## src/rtl/bat_pkg.sv

```systemverilog
package bat_pkg;

  localparam int unsigned ADDR_W = 32;

  localparam logic [ADDR_W-1:0] REGION_TOP_MSK = 32'hF000_0000;
  localparam logic [ADDR_W-1:0] REGION_MID_MSK = 32'h0FFE_0000;
  localparam logic [ADDR_W-1:0] PASS_LOW_MSK   = 32'h0001_FFFF;

  typedef enum logic [1:0] {
    ACC_LOAD  = 2'd0,
    ACC_STORE = 2'd1,
    ACC_FETCH = 2'd2,
    ACC_ALT   = 2'd3
  } acc_kind_e;

  // Expand the 11-bit length field (upper[12:2]) to a mask over EA[27:17].
  function automatic logic [ADDR_W-1:0] len_mask(input logic [ADDR_W-1:0] upper);
    return {4'h0, upper[12:2], 17'h0};
  endfunction

  // Protection decode: 00 none, 10 all, x1 read/execute only.
  function automatic logic prot_allows(input logic [1:0] code, input acc_kind_e kind);
    logic rd_ok, wr_ok;
    rd_ok = (code != 2'b00);
    wr_ok = (code == 2'b10);
    case (kind)
      ACC_STORE: return wr_ok;
      default:   return rd_ok;
    endcase
  endfunction

endpackage

```

## src/rtl/bat_bank_regs.sv

```systemverilog
module bat_bank_regs
  import bat_pkg::*;
#(
  parameter int NUM_ENTRIES = 4,
  localparam int IDX_W = (NUM_ENTRIES > 1) ? $clog2(NUM_ENTRIES) : 1
)(
  input  logic                                clk,
  input  logic                                rst_n,
  input  logic                                wr_en,
  input  logic                                wr_set,
  input  logic [IDX_W-1:0]                    wr_idx,
  input  logic                                wr_hi,
  input  logic [ADDR_W-1:0]                   wr_data,
  input  logic                                rd_instr,
  output logic [NUM_ENTRIES-1:0][ADDR_W-1:0]  rd_upper,
  output logic [NUM_ENTRIES-1:0][ADDR_W-1:0]  rd_lower
);

  logic [1:0][NUM_ENTRIES-1:0][ADDR_W-1:0] upper_q;
  logic [1:0][NUM_ENTRIES-1:0][ADDR_W-1:0] lower_q;

  for (genvar s = 0; s < 2; s++) begin : g_set
    for (genvar e = 0; e < NUM_ENTRIES; e++) begin : g_ent
      logic sel_w;
      assign sel_w = wr_en && (wr_set == s[0]) && (wr_idx == e[IDX_W-1:0]);

      always_ff @(posedge clk) begin
        if (!rst_n) begin
          upper_q[s][e] <= '0;
          lower_q[s][e] <= '0;
        end else if (sel_w) begin
          if (wr_hi) upper_q[s][e] <= wr_data;
          else       lower_q[s][e] <= wr_data;
        end
      end
    end
  end

  assign rd_upper = rd_instr ? upper_q[1] : upper_q[0];
  assign rd_lower = rd_instr ? lower_q[1] : lower_q[0];

endmodule

```

## src/rtl/bat_entry_match.sv

```systemverilog
module bat_entry_match
  import bat_pkg::*;
(
  input  logic [ADDR_W-1:0] ea,
  input  acc_kind_e         kind,
  input  logic              user,
  input  logic [ADDR_W-1:0] upper,
  input  logic [ADDR_W-1:0] lower,
  output logic              applies,
  output logic              allow,
  output logic [ADDR_W-1:0] pa
);

  logic [ADDR_W-1:0] blen;
  logic              top_eq;
  logic              mid_eq;
  logic              priv_ok;
  logic              unused_fields;

  assign blen    = len_mask(upper);
  assign top_eq  = (ea & REGION_TOP_MSK) == (upper & REGION_TOP_MSK);
  assign mid_eq  = ((ea & REGION_MID_MSK) & ~blen) == (upper & REGION_MID_MSK);
  assign priv_ok = user ? upper[0] : upper[1];
  assign applies = top_eq && mid_eq && priv_ok;
  assign allow   = prot_allows(lower[1:0], kind);

  assign pa = (lower & REGION_TOP_MSK)
            | (ea & REGION_MID_MSK & blen)
            | (lower & REGION_MID_MSK)
            | (ea & PASS_LOW_MSK);

  assign unused_fields = ^{upper[16:13], lower[16:2]};

endmodule

```

## src/rtl/bat_prio_pick.sv

```systemverilog
module bat_prio_pick
  import bat_pkg::*;
#(
  parameter int NUM_ENTRIES = 4
)(
  input  logic [NUM_ENTRIES-1:0]              applies,
  input  logic [NUM_ENTRIES-1:0]              allow,
  input  logic [NUM_ENTRIES-1:0][ADDR_W-1:0]  pa_in,
  output logic                                hit,
  output logic                                viol,
  output logic                                miss,
  output logic [ADDR_W-1:0]                   pa
);

  logic              found;
  logic              granted;
  logic [ADDR_W-1:0] pa_pick;

  // Scan from the top so the lowest applicable index is the last to write.
  always_comb begin
    found   = 1'b0;
    granted = 1'b0;
    pa_pick = '0;
    for (int i = NUM_ENTRIES - 1; i >= 0; i--) begin
      if (applies[i]) begin
        found   = 1'b1;
        granted = allow[i];
        pa_pick = pa_in[i];
      end
    end
  end

  assign hit  = found && granted;
  assign viol = found && !granted;
  assign miss = !found;
  assign pa   = hit ? pa_pick : '0;

endmodule

```

## src/rtl/bat_xlate_unit.sv

```systemverilog
module bat_xlate_unit
  import bat_pkg::*;
#(
  parameter int NUM_ENTRIES = 4,
  localparam int IDX_W = (NUM_ENTRIES > 1) ? $clog2(NUM_ENTRIES) : 1
)(
  input  logic              clk,
  input  logic              rst_n,
  input  logic              req_valid,
  output logic              req_ready,
  input  logic [31:0]       req_ea,
  input  logic [1:0]        req_kind,
  input  logic              req_user,
  output logic              rsp_valid,
  input  logic              rsp_ready,
  output logic              rsp_hit,
  output logic              rsp_viol,
  output logic              rsp_miss,
  output logic [31:0]       rsp_pa,
  input  logic              wr_en,
  input  logic              wr_set,
  input  logic [IDX_W-1:0]  wr_idx,
  input  logic              wr_hi,
  input  logic [31:0]       wr_data
);

  acc_kind_e                         kind;
  logic                              use_instr;
  logic [NUM_ENTRIES-1:0][ADDR_W-1:0] bank_upper;
  logic [NUM_ENTRIES-1:0][ADDR_W-1:0] bank_lower;
  logic [NUM_ENTRIES-1:0]            ent_applies;
  logic [NUM_ENTRIES-1:0]            ent_allow;
  logic [NUM_ENTRIES-1:0][ADDR_W-1:0] ent_pa;
  logic                              c_hit, c_viol, c_miss;
  logic [ADDR_W-1:0]                 c_pa;
  logic                              accept;

  assign kind      = acc_kind_e'(req_kind);
  assign use_instr = (kind == ACC_FETCH);

  bat_bank_regs #(.NUM_ENTRIES(NUM_ENTRIES)) u_regs (
    .clk      (clk),
    .rst_n    (rst_n),
    .wr_en    (wr_en),
    .wr_set   (wr_set),
    .wr_idx   (wr_idx),
    .wr_hi    (wr_hi),
    .wr_data  (wr_data),
    .rd_instr (use_instr),
    .rd_upper (bank_upper),
    .rd_lower (bank_lower)
  );

  for (genvar e = 0; e < NUM_ENTRIES; e++) begin : g_match
    bat_entry_match u_match (
      .ea      (req_ea),
      .kind    (kind),
      .user    (req_user),
      .upper   (bank_upper[e]),
      .lower   (bank_lower[e]),
      .applies (ent_applies[e]),
      .allow   (ent_allow[e]),
      .pa      (ent_pa[e])
    );
  end

  bat_prio_pick #(.NUM_ENTRIES(NUM_ENTRIES)) u_pick (
    .applies (ent_applies),
    .allow   (ent_allow),
    .pa_in   (ent_pa),
    .hit     (c_hit),
    .viol    (c_viol),
    .miss    (c_miss),
    .pa      (c_pa)
  );

  assign req_ready = !rsp_valid || rsp_ready;
  assign accept    = req_valid && req_ready;

  always_ff @(posedge clk) begin
    if (!rst_n) begin
      rsp_valid <= 1'b0;
      rsp_hit   <= 1'b0;
      rsp_viol  <= 1'b0;
      rsp_miss  <= 1'b0;
      rsp_pa    <= '0;
    end else if (accept) begin
      rsp_valid <= 1'b1;
      rsp_hit   <= c_hit;
      rsp_viol  <= c_viol;
      rsp_miss  <= c_miss;
      rsp_pa    <= c_pa;
    end else if (rsp_ready) begin
      rsp_valid <= 1'b0;
    end
  end

endmodule

```

## config.mk

```make
export PLATFORM = sky130hd
export DESIGN_NAME = bat_xlate_unit
export DESIGN_NICKNAME = d
export VERILOG_FILES = /design/src/rtl/bat_pkg.sv /design/src/rtl/bat_bank_regs.sv /design/src/rtl/bat_entry_match.sv /design/src/rtl/bat_prio_pick.sv /design/src/rtl/bat_xlate_unit.sv
export SDC_FILE = /design/constraint.sdc
export NUM_CORES = 1
export LEC_CHECK = 0
export BUFFER_PORTS_ARGS = -buffer_cell sky130_fd_sc_hd__buf_4
export CAP_MARGIN = 20
export CORE_MARGIN = 2
export CORE_UTILIZATION = 57
export DETAILED_ROUTE_END_ITERATION = 8
export HOLD_SLACK_MARGIN = 0.1
export PLACE_DENSITY_LB_ADDON = 0.08
export SYNTH_ARGS = -nofsm -noshare
export SYNTH_HDL_FRONTEND = slang
export SYNTH_HIERARCHICAL = 1
export SYNTH_SLANG_ARGS = --single-unit
```

## constraint.sdc

```tcl
create_clock -name clk -period 2.9 [get_ports clk]
set_input_delay 0.145 -clock clk [delete_from_list [all_inputs] [get_ports clk]]
set_output_delay 0.145 -clock clk [all_outputs]
set_load 0.01 [all_outputs]
```

Word level (Yosys, flattened, before mapping):

Index checks and enable logic that the tools add are counted.

* bits in registers: 548
* input bits: 76
* logic and storage cells: 136

* equal/unequal tests: 17
* muxes and demuxes: 25
* bitwise operators: 26
* reductions and logical operators: 47

Operators by type and width (number)
* two-way mux 128 bit: 2
* OR 32 x 28 -> 32 bit: 8
* two-way mux 32 bit: 5
* bitwise AND 28 x 32 -> 32 bit: 4
* == test 32 x 28 -> 1 bit: 4
* NOT 28 -> 32 bit: 4
* OR 32 x 17 -> 32 bit: 4
* bitwise AND 28 bit: 4
* AND reduction 2 bit: 16
* logical AND 1 bit: 21
* two-way mux 1 bit: 18
* == test 4 bit: 4
* == test 2 bit, second input constant: 7
* nonzero test 2 bit: 5
* == test 2 x 1 -> 1 bit, second input constant: 2
* zero test 1 bit: 3
* zero test 2 bit: 1
* NOT 1 bit: 2
* logical OR 1 bit: 1

Depth between registers and ports, before layout:

* depth after elaboration: 13
* mapped depth: 16
* mapped depth without buffers: 11

Modules after synthesis:

Netlist, hierarchy kept.

Modules (own cells, without submodules)
* bat_bank_regs: times used 1, cells an instance 2025, area an instance 21642.0 um^2, sequential area each 10249.8 um^2
* bat_entry_match: times used 4, cells an instance 68, area an instance 529.3 um^2, sequential area each 0.0 um^2
* bat_xlate_unit: times used 1, cells an instance 158, area an instance 1486.4 um^2, sequential area each 720.7 um^2
* bat_prio_pick: times used 1, cells an instance 166, area an instance 1251.2 um^2, sequential area each 0.0 um^2

Worst setup path after synthesis:

OpenSTA, ideal clock, no wires.

* path kind: input -> register
* start point: in req_kind[1]
* end point: reg rsp_pa[27]
* library setup time: 118 ps
* arrival: 2971 ps
* data required time: 2782 ps
* setup slack: -189 ps
* cell stages on the path: 16
* path through: nor2b_1 > clkbuf_1 > buf_2 > mux2_2 > nor2b_1 > xnor2_2 > nand4_1 > nor4_2 > buf_2 > nor2b_1 > buf_2 > a221o_2 > buf_6 > and3_1 > nand2_1 > mux2i_1

RTL lines
* start, declared: line bat_xlate_unit.sv:12 `input logic [1:0] req_kind,`
* end signal, assigned: line bat_xlate_unit.sv:92 `rsp_pa <= c_pa;`
* end, declared: line bat_xlate_unit.sv:19 `output logic [31:0] rsp_pa,`

==> impl_metrics.py <==
metrics = {
    "critical_path": {
        "required_ns": 3.31,
        "arrival_ns": 3.35,
        "critPathCaptureType": "register",
        "path_class": "in2reg",
        "critPathMaxFanout": 10,
        "worst_setup_path_start_kind": "input port",
    },
    "run": {
        "cap_violations": 0,
    },
    "timing": {
        "fmax_mhz": 340,
        "final_hold_viol_count": 0,
        "maxSlewHeadroom_pct": 46.5,
        "setup_ws_ns": -0.0452,
        "hold_ws_ns": 0.123,
        "worst_pin_slew_ns": 0.802,
        "finalCritPeriodShare_pct": 102,
        "min_period_ns": 2.95,
        "drv_slew": 0,
        "finClkSkew_ns": 0.0126,
        "finalSetupViolations": 28,
        "rsz0062_at_grt": "yes",
    },
    "floorplan": {
        "rows": 69,
        "die_h_um": 193,
        "io_pins": 113,
        "die_w_um": 193,
        "die_area_mm2": 0.0374,
        "core-area_mm2": 0.0355,
        "start_util_pct": 57.6,
    },
    "cts": {
        "tritoncts": "yes",
        "clkSlewWorstSetupHoldPaths_ns": 0.06,
        "root_buffer": "clkbuf_16",
        "numCtsBuffers": 43,
        "cts_htree_levels": 2,
        "clkLatencyLatePin_ns": 0.55,
        "cts_sinks": 396,
        "clock_path_buffers": 3,
    },
    "detailed_routing": {
        "routed_wl_um": 57000,
        "drc": 0,
        "via_per_inst": 5.71,
        "firstDrtPassIters": 7,
        "wire_per_inst_um": 22.0,
        "detail_route.iter0.violations": 1103,
        "ant_nets": 0,
        "vias": 14800,
    },
    "layout": {
        "final_nets": 2179,
        "layout_common_cells": "nand2_1 (448), mux2i_1 (395), dfxtp_1 (394)",
        "final_common_cell": "nand2_1",
        "drive_gt1_share_pct": 29.3,
        "final_core_util_pct": 65.8,
        "syn2layout_area_growth_pct": 14.2,
        "fillers": 2844,
    },
    "synth": {
        "ys.warnings.count": 6,
        "avgSynthCellArea_um2": 9.86,
        "syn_nets": 2149,
        "synthesis.area_mm2": 0.0204,
        "synthCells": 2073,
    },
    "placed_design": {
        "dp_hpwl_um": 35600,
        "routabilityCongestion": 0.797,
        "numPortBuffers": 108,
        "pre_cts_ws_ns": -0.573,
    },
    "power": {
        "peakVddDrop_uv": 568,
        "p_leak_uw": 0.0102,
        "power_density_mw_per_mm2": 516,
    },
    "outcome": {
        "violations": "setup timing",
        "outcome": "finished, violations left",
    },
    "global_route": {
        "grt_pass1_vias": 14600,
        "grt_max_degree": 86,
        "grt_use_total_pct": 28.6,
        "antenna_found_initial": 1,
        "grt_first_pass_wirelength_um": 85000,
        "grt_overflow_total": 0,
    },
    "min_path": {
        "min_path_type": "in2reg",
    },
}
final cells by class:
class                      count  area [µm²]  share of cell area (%)
antenna                        1        2.50                  0.0107
clock buffer                  65        1310                    5.62
clock inverter                 9        95.1                   0.407
inverter                       5        18.8                  0.0804
multi-input combinational   1384       11000                    47.2
sequential                   396        7930                    34.0
tap                          461         577                    2.47
timing repair buffer         273        2390                    10.2
through the flow:
stage	power [µW]	std cells	area, µm²	TNS (ns)
after floorplan	6320	2073	20500	0
after global placement	6550	2483	21100	-17.57
after detailed placement	6560	2483	21100	-18.42
after CTS	12000	2569	22600	0
after global routing	12400	2594	23300	-1.46
final	12000	2594	23300	-0.695
report_power, final:
group / leakage [µW] / switching, µW / total, µW / internal [µW]
Clock: 0.000700 / 2240 / 5510 / 3280
Combinational: 0.00625 / 575 / 993 / 418
Sequential: 0.00320 / 33.2 / 5540 / 5510
Total: 0.0102 / 2840 / 12000 / 9200
state kept, by name (all words and copies together) (netlist names):
register	flops
rsp_pa	32
u_regs/lower_q	136
rsp_viol	1
u_regs/upper_q	224
rsp_hit	1
rsp_miss	1
rsp_valid	1
layer usage:
layer / vias to the layer above / GRT usage [%] / wire length [µm]
met5: - / 0 / 0
met4: 0 / 7.63 / 1410
met3: 73 / 3.00 / 2510
met2: 350 / 47.9 / 26800
met1: 7364 / 39.5 / 26300
li1: 7016 / - / -
final timing paths:
kind	slack (ns)	from	endpoint	cells after the start
min reg2reg	0.45	u_regs/upper_q[124]$_SDFFE_PN0P_	u_regs/upper_q[124]$_SDFFE_PN0P_	2
max reg2reg	-0.04	u_regs/upper_q[92]$_SDFFE_PN0P_	rsp_pa[31]$_SDFFE_PN0P_	11
max	-0.05	req_kind[0]	rsp_pa[31]$_SDFFE_PN0P_	16
min	0.12	wr_data[9]	u_regs/upper_q[137]$_SDFFE_PN0P_	3
worst max-delay path, cell delays in order:
cell       delay, ns
buf_4           0.12
nor2b_4         0.12
buf_12          0.16
buf_4           0.16
clkbuf_16       0.18
mux2_2          0.38
nor2b_2         0.16
xnor2_2         0.16
nand4_1         0.21
nor4_4          0.48
nor2b_4         0.09
a221o_2         0.48
clkbuf_16       0.21
and3_1          0.14
nand2_1         0.05
mux2i_1         0.08
timing repair:
item,4_1_cts,5_1_grt
hold buffers,12,0
endpoints found under the hold margin,52,0
pin swaps,1,17
buffers inserted,0,15
setup endpoints to repair,3,34
resized for setup,1,95
gates cloned,0,10
Note: power is estimated with default switching activity, not from simulation.
